[src/rtl/sup_pkg.sv]
package sup_pkg;
  typedef enum logic [1:0] {
    ST_HOLD  = 2'd0,
    ST_PULSE = 2'd1,
    ST_IDLE  = 2'd2
  } rst_state_e;

  function automatic int unsigned cnt_width(input int unsigned max_val);
    return (max_val < 2) ? 1 : $clog2(max_val);
  endfunction
endpackage

[src/rtl/sup_sync.sv]
module sup_sync #(
  parameter int unsigned WIDTH  = 1,
  parameter int unsigned STAGES = 2
) (
  input  logic             clk_i,
  input  logic             rst_ni,
  input  logic [WIDTH-1:0] d_i,
  output logic [WIDTH-1:0] q_o
);
  logic [STAGES-1:0][WIDTH-1:0] stage_q;

  always_ff @(posedge clk_i or negedge rst_ni) begin
    if (!rst_ni) stage_q[0] <= '0;
    else         stage_q[0] <= d_i;
  end

  for (genvar s = 1; s < STAGES; s++) begin : g_stage
    always_ff @(posedge clk_i or negedge rst_ni) begin
      if (!rst_ni) stage_q[s] <= '0;
      else         stage_q[s] <= stage_q[s-1];
    end
  end

  assign q_o = stage_q[STAGES-1];
endmodule

[src/rtl/sup_wdog.sv]
module sup_wdog #(
  parameter int unsigned TIMEOUT_TICKS = 1600
) (
  input  logic clk_i,
  input  logic rst_ni,
  input  logic tick_i,
  input  logic wdi_s_i,
  input  logic float_s_i,
  input  logic hold_i,
  output logic expire_o
);
  import sup_pkg::*;
  localparam int unsigned CW = cnt_width(TIMEOUT_TICKS);
  localparam logic [CW-1:0] LAST = CW'(TIMEOUT_TICKS - 1);

  logic          wdi_q;
  logic          wdi_edge;
  logic          clr;
  logic [CW-1:0] cnt_q;

  always_ff @(posedge clk_i or negedge rst_ni) begin
    if (!rst_ni) wdi_q <= 1'b0;
    else         wdi_q <= wdi_s_i;
  end

  assign wdi_edge = wdi_s_i ^ wdi_q;
  assign clr      = hold_i | float_s_i | wdi_edge;

  always_ff @(posedge clk_i or negedge rst_ni) begin
    if (!rst_ni)              cnt_q <= '0;
    else if (clr)             cnt_q <= '0;
    else if (tick_i) begin
      if (cnt_q == LAST)      cnt_q <= '0;
      else                    cnt_q <= cnt_q + 1'b1;
    end
  end

  assign expire_o = tick_i & ~clr & (cnt_q == LAST);

  p_cnt_range_r4: assert property (@(posedge clk_i) disable iff (!rst_ni)
    cnt_q <= LAST);
  p_hold_clears_r8: assert property (@(posedge clk_i) disable iff (!rst_ni)
    hold_i |=> (cnt_q == '0));
  p_float_clears_r7: assert property (@(posedge clk_i) disable iff (!rst_ni)
    float_s_i |=> (cnt_q == '0));
  p_edge_clears_r5: assert property (@(posedge clk_i) disable iff (!rst_ni)
    (wdi_s_i != wdi_q) |=> (cnt_q == '0));
endmodule

[src/rtl/sup_pulse.sv]
module sup_pulse #(
  parameter int unsigned PULSE_TICKS = 200
) (
  input  logic clk_i,
  input  logic rst_ni,
  input  logic tick_i,
  input  logic supply_ok_i,
  input  logic trig_i,
  output logic active_o
);
  import sup_pkg::*;
  localparam int unsigned CW = cnt_width(PULSE_TICKS);
  localparam logic [CW-1:0] LAST = CW'(PULSE_TICKS - 1);

  rst_state_e    state_q, state_d;
  logic [CW-1:0] cnt_q, cnt_d;

  always_comb begin
    state_d = state_q;
    cnt_d   = cnt_q;
    unique case (state_q)
      ST_HOLD: begin
        cnt_d = '0;
        if (supply_ok_i) state_d = ST_PULSE;
      end
      ST_PULSE: begin
        if (!supply_ok_i) begin
          state_d = ST_HOLD;
          cnt_d   = '0;
        end else if (tick_i) begin
          if (cnt_q == LAST) begin
            state_d = ST_IDLE;
            cnt_d   = '0;
          end else begin
            cnt_d = cnt_q + 1'b1;
          end
        end
      end
      ST_IDLE: begin
        cnt_d = '0;
        if (!supply_ok_i) state_d = ST_HOLD;
        else if (trig_i)  state_d = ST_PULSE;
      end
      default: begin
        state_d = ST_HOLD;
        cnt_d   = '0;
      end
    endcase
  end

  always_ff @(posedge clk_i or negedge rst_ni) begin
    if (!rst_ni) begin
      state_q <= ST_HOLD;
      cnt_q   <= '0;
    end else begin
      state_q <= state_d;
      cnt_q   <= cnt_d;
    end
  end

  assign active_o = (state_q != ST_IDLE);

  p_low_holds_r2: assert property (@(posedge clk_i) disable iff (!rst_ni)
    !supply_ok_i |=> active_o);
  p_trig_asserts_r4: assert property (@(posedge clk_i) disable iff (!rst_ni)
    trig_i |=> active_o);
  p_release_on_tick_r3: assert property (@(posedge clk_i) disable iff (!rst_ni)
    $fell(active_o) |-> $past(tick_i && supply_ok_i));
  p_cnt_range_r3: assert property (@(posedge clk_i) disable iff (!rst_ni)
    cnt_q <= LAST);
endmodule

[src/rtl/sup_core.sv]
module sup_core #(
  parameter int unsigned TIMEOUT_TICKS  = 1600,
  parameter int unsigned PULSE_TICKS    = 200,
  parameter int unsigned SYNC_STAGES    = 2,
  parameter bit          RST_ACTIVE_LOW = 1'b1
) (
  input  logic clk_i,
  input  logic rst_ni,
  input  logic supply_ok_i,
  input  logic tick_i,
  input  logic wdi_i,
  input  logic wdi_float_i,
  output logic rst_o
);
  logic [1:0] wd_raw, wd_sync;
  logic       wd_expire;
  logic       rst_active;

  assign wd_raw = {wdi_float_i, wdi_i};

  sup_sync #(.WIDTH(2), .STAGES(SYNC_STAGES)) i_sync (
    .clk_i  (clk_i),
    .rst_ni (rst_ni),
    .d_i    (wd_raw),
    .q_o    (wd_sync)
  );

  sup_wdog #(.TIMEOUT_TICKS(TIMEOUT_TICKS)) i_wdog (
    .clk_i     (clk_i),
    .rst_ni    (rst_ni),
    .tick_i    (tick_i),
    .wdi_s_i   (wd_sync[0]),
    .float_s_i (wd_sync[1]),
    .hold_i    (rst_active),
    .expire_o  (wd_expire)
  );

  sup_pulse #(.PULSE_TICKS(PULSE_TICKS)) i_pulse (
    .clk_i       (clk_i),
    .rst_ni      (rst_ni),
    .tick_i      (tick_i),
    .supply_ok_i (supply_ok_i),
    .trig_i      (wd_expire),
    .active_o    (rst_active)
  );

  if (RST_ACTIVE_LOW) begin : g_low
    assign rst_o = ~rst_active;
  end else begin : g_high
    assign rst_o = rst_active;
  end

  p_expire_needs_release_r8: assert property (@(posedge clk_i) disable iff (!rst_ni)
    wd_expire |-> !rst_active);
endmodule

[config.mk]
export PLATFORM = sky130hd
export DESIGN_NAME = sup_core
export DESIGN_NICKNAME = d
export VERILOG_FILES = /design/src/rtl/sup_pkg.sv /design/src/rtl/sup_sync.sv /design/src/rtl/sup_wdog.sv /design/src/rtl/sup_pulse.sv /design/src/rtl/sup_core.sv
export SDC_FILE = /design/constraint.sdc
export NUM_CORES = 1
export LEC_CHECK = 0
export BUFFER_PORTS_ARGS = -buffer_cell sky130_fd_sc_hd__buf_2
export CAP_MARGIN = 0
export CORE_MARGIN = 4
export CORE_UTILIZATION = 40
export CTS_CLUSTER_SIZE = 40
export DETAILED_ROUTE_END_ITERATION = 7
export PLACE_DENSITY = 0.58
export SYNTH_ARGS = -nofsm -noshare
export SYNTH_HDL_FRONTEND = slang
export SYNTH_SLANG_ARGS = --single-unit
[constraint.sdc]
create_clock -name clk_i -period 1.95 [get_ports clk_i]
set_input_delay 0.195 -clock clk_i [delete_from_list [all_inputs] [get_ports clk_i]]
set_output_delay 0.195 -clock clk_i [all_outputs]
set_load 0.02 [all_outputs]
# After elaboration in Yosys (flattened, before gate mapping)
# Index checks and enable logic that the tools add are counted.
[totals]
register_bits = 26
latchBits = 0
ramBits = 0
rom_bits = 0
inputBits = 6
out_inout_bits = 1
word_cells = 41
memories = 0
[classes]
addsub = 2
n_mul = 0
div_mod_pow = 0
magnitude_cmp = 0
eq_ne = 9
shift = 0
n_mux = 14
bitwise_logic = 7
n_reduce_logical = 3
[ops]
columns = ["op", "count"]
rows = [
  ["$mux 11", 3],
  ["$mux 8", 4],
  ["$mux 2", 6],
  ["$add 11x1->11 const B", 1],
  ["$eq 11x11->1 const B", 1],
  ["$add 8x1->8 const B", 1],
  ["$eq 8x8->1 const B", 1],
  ["$ne 3x2->1 const B", 2],
  ["$pmux 2 s3", 1],
  ["$ne 2x2->1 const B", 2],
  ["$reduce_and 4->1", 1],
  ["$ne 3x3->1 const B", 1],
  ["$and 1x1->1", 2],
  ["$eq 2x1->1 const B", 1],
  ["$eq 2x2->1 const B", 1],
  ["$logic_not 2->1", 1],
  ["$not 1->1", 2],
  ["$or 1x1->1", 2],
  ["$reduce_bool 2->1", 1],
  ["$xor 1x1->1", 1],
]

# Longest topological paths before layout
# Gate-level depths: netlist (run 1).
[logic_depth]
word_depth = 9
mapped_depth = 6
ltp_nobuf = 5

# Cells and area by module
# A second synthesis (run 1) with hierarchy kept.
[unflattened]
hier_cells = 134
hier_area_um2 = 1371.3
[by_module_without_submodules]
columns = ["mod", "instances", "cells_per_inst", "area_per_inst_um2", "seq_area_each_um2"]
rows = [
  ["sup_wdog", 1, 70, 694.4, 300.3],
  ["sup_pulse", 1, 57, 558.0, 250.2],
  ["sup_sync", 1, 6, 115.1, 100.1],
  ["sup_core", 1, 1, 3.8, 0.0],
]

# Least setup slack after synthesis (run 1)
# Ideal clock, no wire load.
[synth_timing]
kind = "register -> register"
startpoint = "register i_wdog.cnt_q[0]"
endpoint = "register i_pulse.state_q[1]"
setup_time_ns = 0.122
arrival_time_ns = 1.474
required_ns = 1.828
path_slack_ns = 0.355
stages_incl_launch_ff = 6
n_path_buf = 0
synth_period_minus_slack_ns = 1.595
cell_sequence = "dfrtp_1 ha_1 and3_1 nand4b_2 or2_1 a32o_1"
[synth_between]
elab_chain_len = 4
[synth_rtl]
columns = ["item", "line_no", "source"]
rows = [
  ["from (decl)", "sup_wdog.sv:19", "logic [CW-1:0] cnt_q;"],
  ["from (signal assigned)", "sup_wdog.sv:34", "else cnt_q <= cnt_q + 1'b1;"],
  ["$eq 11x11->1", "sup_wdog.sv:38", "assign expire_o = tick_i & ~clr & (cnt_q == LAST);"],
  ["$and 1x1->1", "sup_wdog.sv:38", ""],
  ["$ne 3x2->1 (no line)", "-", ""],
  ["$reduce_and 4->1 (no line)", "-", ""],
  ["to (signal assigned)", "sup_pulse.sv:56", "state_q <= state_d;"],
  ["to (decl)", "sup_pulse.sv:15", "rst_state_e state_q, state_d;"],
]
# Every way passes these cells.
# A chain may end at the register's enable or synchronous reset.

# Final worst setup path (run 1)
# Same ends and word-level chain as after synthesis.

==> flow_summary.ini, run 1 <==
[power]
clockPowerShare_pct = 26.2
switchingPower_w = 0.000287
leakage_nw = 0.613
max-vdd-ir-drop_mv = 0.390
powerDensity_mw_per_mm2 = 703
seq_power_share_pct = 57.6
internal_power_w = 0.000759
pwr-share-comb_pct = 16.2
swShare_pct = 27.4

[cts]
cts-buffers-inserted = 3
post_cts.repair.setup_buffers = 0
h-tree-depth = 1
clkTransAtPathRegs_ps = 150
cts_tree = yes
ctsLongestPathBuffers = 2
cts_resized = 0
clkLatencyLatePin_ps = 320
root_buffer = clkbuf_4
clock_sinks = 26
cts.hold.buffers_added = 3

[logic_synthesis]
synth-seq-area-share_pct = 48.8
synth_top_family_by_area = simple AND/OR/NAND/NOR gates
synth_area_sq_mm = 0.00133
synthXorXnorAreaFrac_pct = 4.60
async_flop_share_pct = 100
muxShareOfSynthArea_pct = 1.50
synth.distinct_cells = 42
synth_compound_area_share_pct = 9.48
synth_fp_nets = 141
syn_avg_cell_area_sq_um = 10.0
synth-simple-area-share_pct = 30.8
ys_ff_latch = 26
synth_edf_count = 0
synth_ff_type = dfrtp_1
syn_inst = 133
yosysWarnings = 0
synth_fa_ha_area_share_pct = 1.88

[floorplanning]
core-area_sq_mm = 0.00313
initial_utilization_pct = 42.6
row_count = 20
die_x_microns = 65.7
pin_count = 7
dieArea_sq_mm = 0.00432
die_y_microns = 65.7

[worst_hold_path]
min_from = supply_ok_i
min-delay-path-class = in2reg

[timing]
period_share_pct = 85.5
finalSetupViolCount = 0
finalClockSkew_ps = 9.46
slew_violations = 0
rsz0062_at_grt = false
worst_slew_pin_slew_ps = 559
max_slew_margin_pct = 62.7
finalHoldViolations = 0
layout_min_cycle_time_ps = 1670
setup_ws_ps = 282
max_freq_mhz = 599
setup-tns-final_ps = 0

[layout]
n_antenna_cell = 0
fin_nets = 155
layout_common_cells = dfrtp_1 (26), nand2_1 (16), nor2_1 (12)
fill_cells = 299
drive_above_1_share_pct = 12.3
final_common_cell = dfrtp_1
syn2layout_area_growth_pct = 11.5

[setup_path]
cp.required_ps = 2180
setup.worst_path.start = i_wdog.cnt_q[0]
end_kind = register
criticalPathCategory = reg2reg
r2r_start = i_wdog.cnt_q[0]
startpoint_type = register
crit_arrival_ps = 1900
crit_fanout = 5

[detailed_routing]
vias = 1002
drt_first_iter_violations = 30
drt_drc_violations_left = 0
wire_per_inst_microns = 13.1
vias_per_cell = 5.27
first_pass_iters = 4
totalWireLength_microns = 2490
ant_nets = 0

[placed_design]
place_ws_ps = 299
io_buffer_count = 6
dp_hpwl_microns = 1830
place_congestion = 0.809

[global_route]
grt_max_degree = 27
grt-ovfl-total = 0
antenna_found_initial = 0
grt_pass1_wl_microns = 4550
grt_use_total_pct = 13.8
grt_pass1_vias = 967

[flow_run]
drv_cap = 0

[outcome]
status = completed
-- metal layers --
layer | track usage (%) | vias up | wire [microns]
met5 | 0 | - | 0
met3 | 2.56 | 2 | 95
met4 | 5.70 | 0 | 21
met2 | 19.9 | 16 | 1080
met1 | 20.0 | 483 | 1290
li1 | - | 501 | -
-- worst paths after layout --
check                                     endpoint  cells past startpoint  slack [ps]
worst max-delay path            i_pulse.state_q[1]                      5         280
worst min-delay path            i_pulse.state_q[0]                      3         160
worst max register to register  i_pulse.state_q[1]                      5         280
worst min register to register       i_sync.q_o[0]                      0         370
max in group asynchronous            i_sync.q_o[1]                      2        1200
min in group asynchronous       i_pulse.state_q[1]                      2         380
-- area by class of cell --
| type | count | area [sq um] | share of cell area, % |
|---|---|---|---|
| well taps | 44 | 55.1 | 3.70 |
| flip-flops and latches | 26 | 651 | 43.8 |
| clock buffers | 4 | 36.3 | 2.44 |
| inverters | 5 | 18.8 | 1.26 |
| repair buffers | 12 | 82.6 | 5.56 |
| multi-input cells | 99 | 643 | 43.3 |
-- power groups by stage --
stage	combinational [W]	sequential (W)	clock (W)
5_1_grt	0.000188	0.000607	0.000318
6_report	0.000169	0.000602	0.000274
4_1_cts	0.000171	0.000601	0.000283
3_5_place_dp	0.000166	0.000610	0
3_3_place_gp	0.000166	0.000611	0
2_1_floorplan	0.000113	0.000602	0
-- logic make-up (layout without fill, tap and decap cells) --
logic type	after synthesis	after routing
DFF	26	26
and+or+nand+nor	68	68
AOI/OAI and AO/OA	20	20
xor gates and xnor gates	7	7
buffers and inverters	8	21
muxes	2	2
adders and majority gates	2	2
-- metrics by stage --
stage	area (sq um)	std cells	utilization (%)	power, W	hold WS, ps
final	1490	190	47.5	0.00105	161
after global routing	1490	190	47.5	0.00111	126
after CTS	1490	190	47.5	0.00105	150
after detailed placement	1420	183	45.4	0.000776	226
after global placement	1420	183	45.4	0.000777	223
after floorplan	1330	133	-	0.000715	-101
-- synth_stat cells, types with 2 or more instances --
master	instances	area (sq um)
or2_1	3	18.8
o21ai_0	3	15.0
o22ai_1	2	12.5
a31oi_1	4	25.0
a21oi_1	4	20.0
a32o_1	2	20.0
nand2_1	16	60.1
ha_1	2	25.0
nor2_1	12	45.0
or2_0	2	12.5
o21ai_1	2	10.0
xor2_1	3	26.3
or3_1	3	18.8
nand3_1	10	50.1
xnor2_1	4	35.0
mux2i_1	2	20.0
nand4_1	3	18.8
inv_1	5	18.8
dfrtp_1	26	651
and3_1	3	18.8
-- sequential cells by signal, summed over array words and instances, names as in the netlist --
name             cells
i_wdog.cnt_q        11
i_pulse.cnt_q        8
i_pulse.state_q      2
i_sync.q_o           2
i_sync.stage_q       2
i_wdog.wdi_q         1
-- worst max-delay path: stages, from the launching register on --
cell      delay (ps)
dfrtp_1          420
ha_1             200
and3_1           240
nand4b_2         180
or2_1            270
a32o_1           270
(Power assumes the default switching activity.)
==> inputs of run 2 (changes only) <==
--- a/config.mk
+++ b/config.mk
@@ -12,6 +12,7 @@
 export CTS_CLUSTER_SIZE = 40
 export DETAILED_ROUTE_END_ITERATION = 7
 export PLACE_DENSITY = 0.58
+export REMOVE_ABC_BUFFERS = 1
 export SYNTH_ARGS = -nofsm -noshare
 export SYNTH_HDL_FRONTEND = slang
 export SYNTH_SLANG_ARGS = --single-unit
==> run 2 against run 1 <==
Critical path depth did not move. Core utilization fell by 0.44 points. Cell count fell by 0.53%. Sequential power barely moved. First-iteration DRC count rose by 17%. Worst setup slack got worse by 22 ps. Critical endpoint unchanged.
==> flow_summary.ini, run 2 (same netlist as run 1, synthesis figures left out) <==
[outcome]
status = completed

[global_route]
grt_pass1_vias = 994
antenna_found_initial = 0
grt_use_total_pct = 13.0
grt_max_degree = 27
grt-ovfl-total = 0
grt_pass1_wl_microns = 4370

[floorplanning]
core-area_sq_mm = 0.00313
die_x_microns = 65.7
die_y_microns = 65.7
row_count = 20
pin_count = 7
dieArea_sq_mm = 0.00432
initial_utilization_pct = 42.6

[layout]
n_antenna_cell = 0
reg_top3 = i_wdog.cnt_q: 11 flops, i_pulse.cnt_q: 8 flops
fill_cells = 306
drive_above_1_share_pct = 11.7
regMostFlops = i_wdog.cnt_q
fin_nets = 155
utilization_pct = 47.1
largest_register_ffs = 11
layout_common_cells = dfrtp_1 (26), nand2_1 (16), nor2_1 (12)
syn2layout_area_growth_pct = 10.5
final_common_cell = dfrtp_1

[power]
powerDensity_mw_per_mm2 = 672
swShare_pct = 27.5
clockPowerShare_pct = 22.2
internal_power_w = 0.000717
max-vdd-ir-drop_mv = 0.412
leakage_nw = 0.606
pwr-share-comb_pct = 17.2
switchingPower_w = 0.000272
total_power_w = 0.000989
seq_power_share_pct = 60.7

[timing]
rsz0062_at_grt = false
period_share_pct = 86.7
setup-tns-final_ps = 0
layout_min_cycle_time_ps = 1690
worst_slew_pin_slew_ps = 556
finalSetupViolCount = 0
max_freq_mhz = 592
finalHoldViolations = 0
hold_ws_ps = 166
finalClockSkew_ps = 2.09
slew_violations = 0
max_slew_margin_pct = 63.0

[cts]
clock_sinks = 26
cts_tree = yes
root_buffer = clkbuf_4
post_cts.repair.setup_buffers = 0
ctsLongestPathBuffers = 2
cts-buffers-inserted = 3
h-tree-depth = 1
clkLatencyLatePin_ps = 310
clkTransAtPathRegs_ps = 130

[flow_run]
drv_cap = 0

[detailed_routing]
first_pass_iters = 4
vias = 1017
drt_drc_violations_left = 0
drt_first_iter_violations = 35
vias_per_cell = 5.38
wire_per_inst_microns = 12.9
totalWireLength_microns = 2450
ant_nets = 0

[placed_design]
place_congestion = 0.875
dp_hpwl_microns = 1790
io_buffer_count = 6

[setup_path]
crit_fanout = 5
criticalPathCategory = reg2reg
cpPeakStageDelay_ps = 430
cp.required_ps = 2170
cp_slowest_cell = dfrtp_1
end_kind = register
crit_arrival_ps = 1910
crit_chain = ha_1, and3_1, nand4b_2, or2_1, a32o_1
startpoint_type = register

[worst_hold_path]
min-delay-path-class = in2reg
-- run 2: cell count changes in the layout (fill, tap and decap cells not counted) --
cell / change
clkbuf_8: -1
-- run 2: worst max-delay path: cells and delay by family (launching register included) --
kind,cells,cell delay (ps)
simple gates,3,710
flops,1,430
compound gates,1,260
fa+ha+maj,1,200
-- run 2: final cells by class --
cell class / instances / area [sq um] / share of cell area, %
well taps: 44 / 55.1 / 3.74
repair buffers: 12 / 82.6 / 5.61
multi-input cells: 99 / 643 / 43.7
inverters: 5 / 18.8 / 1.27
clock buffers: 3 / 22.5 / 1.53
flip-flops and latches: 26 / 651 / 44.2
-- run 2: metrics by stage --
step / worst slack [ps] / instances / cell area [sq um]
6_report: 260 / 189 / 1470
5_1_grt: 165 / 189 / 1470
4_1_cts: 267 / 189 / 1470
3_5_place_dp: 286 / 183 / 1420
3_3_place_gp: 357 / 183 / 1420
2_1_floorplan: 354 / 130 / 1310
-- run 2: what timing repair did --
action | in CTS | in global routing
endpoints found under the setup margin | 0 | 0
hold endpoints to repair | 28 | 0
hold buffers | 3 | 0
resized for setup | 0 | 0
-- run 2: power by group through the flow --
stage	clock [W]	combinational [W]	sequential, W
finish	0.000219	0.000170	0.000600
global route	0.000258	0.000189	0.000607
CTS	0.000231	0.000171	0.000599
detailed placement	0	0.000167	0.000609
global placement	0	0.000166	0.000610
floorplan	0	0.000108	0.000602
-- run 2: worst paths after layout --
check	start	to	slack (ps)	depth (start not counted)
max in group asynchronous	rst_ni	i_pulse.cnt_q[1]	1200	2
worst max-delay path	i_wdog.cnt_q[0]	i_pulse.state_q[1]	260	5
worst min register to register	i_sync.stage_q[0]	i_sync.q_o[0]	370	0
min in group asynchronous	rst_ni	i_wdog.cnt_q[5]	390	2
worst min-delay path	supply_ok_i	i_pulse.state_q[0]	170	3
worst max register to register	i_wdog.cnt_q[0]	i_pulse.state_q[1]	260	5
-- run 2: per-layer routing --
metal / track usage, % / wire length [microns] / vias up
met3: 2.39 / 70 / 2
met5: 0 / 0 / -
met1: 18.3 / 1290 / 503
met4: 4.66 / 19 / 0
li1: - / - / 504
met2: 19.9 / 1070 / 8
==> inputs of run 3 (changes only) <==
--- a/config.mk
+++ b/config.mk
@@ -7,6 +7,7 @@
 export LEC_CHECK = 0
 export BUFFER_PORTS_ARGS = -buffer_cell sky130_fd_sc_hd__buf_2
 export CAP_MARGIN = 0
+export CORE_ASPECT_RATIO = 1.2
 export CORE_MARGIN = 4
 export CORE_UTILIZATION = 40
 export CTS_CLUSTER_SIZE = 40
==> run 3 against run 2 <==
Cell count shrank 4.2%. Die area is essentially flat. Count of clock-buffer cells in the layout grew 1. Largest power group unchanged. Hold slack is essentially flat.
==> flow_summary.ini, run 3 (same netlist as run 1, synthesis figures left out) <==
[outcome]
status = completed

[power]
clockPowerShare_pct = 25.6
swShare_pct = 26.5
seq_power_share_pct = 58.2
pwr-share-comb_pct = 16.1
switchingPower_w = 0.000273
max-vdd-ir-drop_mv = 0.416
leakage_nw = 0.609
total_power_w = 0.00103
internal_power_w = 0.000759
powerDensity_mw_per_mm2 = 703

[cts]
post_cts.repair.setup_buffers = 0
clkLatencyLatePin_ps = 320
ctsLongestPathBuffers = 2
root_buffer = clkbuf_4
clock_sinks = 26
clkTransAtPathRegs_ps = 140
cts_tree = yes
cts_resized = 0
h-tree-depth = 1
cts-buffers-inserted = 3

[setup_path]
cp_slowest_cell = dfrtp_1
cp_num_buf_inv = 0
startpoint_type = register
criticalPathCategory = reg2reg
crit_chain = ha_1, and3_1, nand4b_2, or2_1, a32o_1
cpPeakStageDelay_ps = 420
cp.required_ps = 2180
critPathCapture = i_pulse.state_q[1]
r2r_slack_ps = 170
rr_endpoint = i_pulse.state_q[1]
crit_family = simple AND/OR/NAND/NOR gates
ff2ff_path_depth = 5
crit_fanout = 9
r2r_start = i_wdog.cnt_q[0]
end_kind = register
setup.worst_path.start = i_wdog.cnt_q[0]
cp.depth = 5
crit_arrival_ps = 2010

[placed_design]
io_buffer_count = 6
place_ws_ps = 190
dp_hpwl_microns = 1820
place_congestion = 0.751

[timing]
period_share_pct = 91.4
max_slew_margin_pct = 61.4
finalClockSkew_ps = 13.2
finalHoldViolations = 0
layout_min_cycle_time_ps = 1780
rsz0062_at_grt = false
slew_violations = 0
max_freq_mhz = 561
hold_ws_ps = 166
setup_ws_ps = 168
setup-tns-final_ps = 0
finalSetupViolCount = 0
worst_slew_pin_slew_ps = 577

[floorplanning]
die_y_microns = 71.2
core-area_sq_mm = 0.00314
dieArea_sq_mm = 0.00432
row_count = 22
die_x_microns = 60.7
pin_count = 7
initial_utilization_pct = 42.5

[detailed_routing]
drt_first_iter_violations = 44
wire_per_inst_microns = 13.9
vias = 1021
first_pass_iters = 4
drt_drc_violations_left = 0
vias_per_cell = 5.64
ant_nets = 0
totalWireLength_microns = 2510

[layout]
syn2layout_area_growth_pct = 10.2
layout_common_cells = dfrtp_1 (26), nand2_1 (16), nor2_1 (12)
regMostFlops = i_wdog.cnt_q
n_antenna_cell = 0
fin_nets = 154
reg_top3 = i_wdog.cnt_q: 11 flops, i_pulse.cnt_q: 8 flops
final_common_cell = dfrtp_1
drive_above_1_share_pct = 11.7
largest_register_ffs = 11
utilization_pct = 46.8

[global_route]
grt_use_total_pct = 13.3
antenna_found_initial = 0
grt_max_degree = 27
grt_pass1_vias = 1022
grt_pass1_wl_microns = 4510
grt-ovfl-total = 0

[worst_hold_path]
min-delay-path-class = in2reg

[flow_run]
drv_cap = 0
==> run 3: cell count changes in the layout (fill, tap and decap cells not counted) <==
cell and change:
buf_4 -1, clkbuf_8 +1
==> run 3: worst min path at each step <==
stage / cells after the start / to / slack [ps] / startpoint
6_report: 2 / i_pulse.state_q[1] / 170 / supply_ok_i
3_5_place_dp: 1 / i_pulse.cnt_q[7] / 240 / rst_ni
2_1_floorplan: 0 / i_pulse.cnt_q[0] / -100 / rst_ni
3_3_place_gp: 1 / i_pulse.cnt_q[7] / 230 / rst_ni
5_1_grt: 2 / i_pulse.state_q[1] / 150 / supply_ok_i
4_1_cts: 2 / i_pulse.state_q[1] / 160 / supply_ok_i
==> run 3: cell type report <==
class / count / area [sq um]
fill: 306 / 1670
sequential: 26 / 651
multi-input combinational: 99 / 643
timing repair buffer: 11 / 75.1
tap: 36 / 45.0
clock buffer: 4 / 36.3
inverter: 5 / 18.8
==> run 3: worst register-to-register path: cells and delay by family, from the launching register on <==
family / cells / cell delay [ps]
adders and majority gates: 1 / 210
AOI/OAI and AO/OA: 1 / 250
DFF: 1 / 420
and+or+nand+nor: 3 / 810
==> run 3: per-stage QoR <==
stage          cells  area (sq um)
2_1_floorplan    130          1310
4_1_cts          181          1470
3_3_place_gp     174          1400
5_1_grt          181          1470
3_5_place_dp     174          1400
6_report         181          1470
==> run 3: power groups by stage <==
stage / clock network [W] / logic, W / registers (W)
after floorplan: 0 / 0.000108 / 0.000602
after detailed placement: 0 / 0.000164 / 0.000612
after global placement: 0 / 0.000165 / 0.000611
after global routing: 0.000302 / 0.000188 / 0.000609
final: 0.000265 / 0.000167 / 0.000601
after CTS: 0.000279 / 0.000170 / 0.000603
==> run 3: repair_timing <==
action                                  in CTS  in global routing
endpoints found under the setup margin       0                  0
hold buffers                                 3                  0
endpoints found under the hold margin       28                  0
==> run 3: metal layers <==
| metal | GRT usage [%] | part of all wire, % | up-vias |
|---|---|---|---|
| met5 | 0 | 0 | - |
| met2 | 23.1 | 50 | 16 |
| met1 | 16.8 | 46 | 497 |
| met4 | 3.61 | 0.92 | 0 |
| li1 | - | - | 504 |
| met3 | 2.16 | 2.6 | 4 |
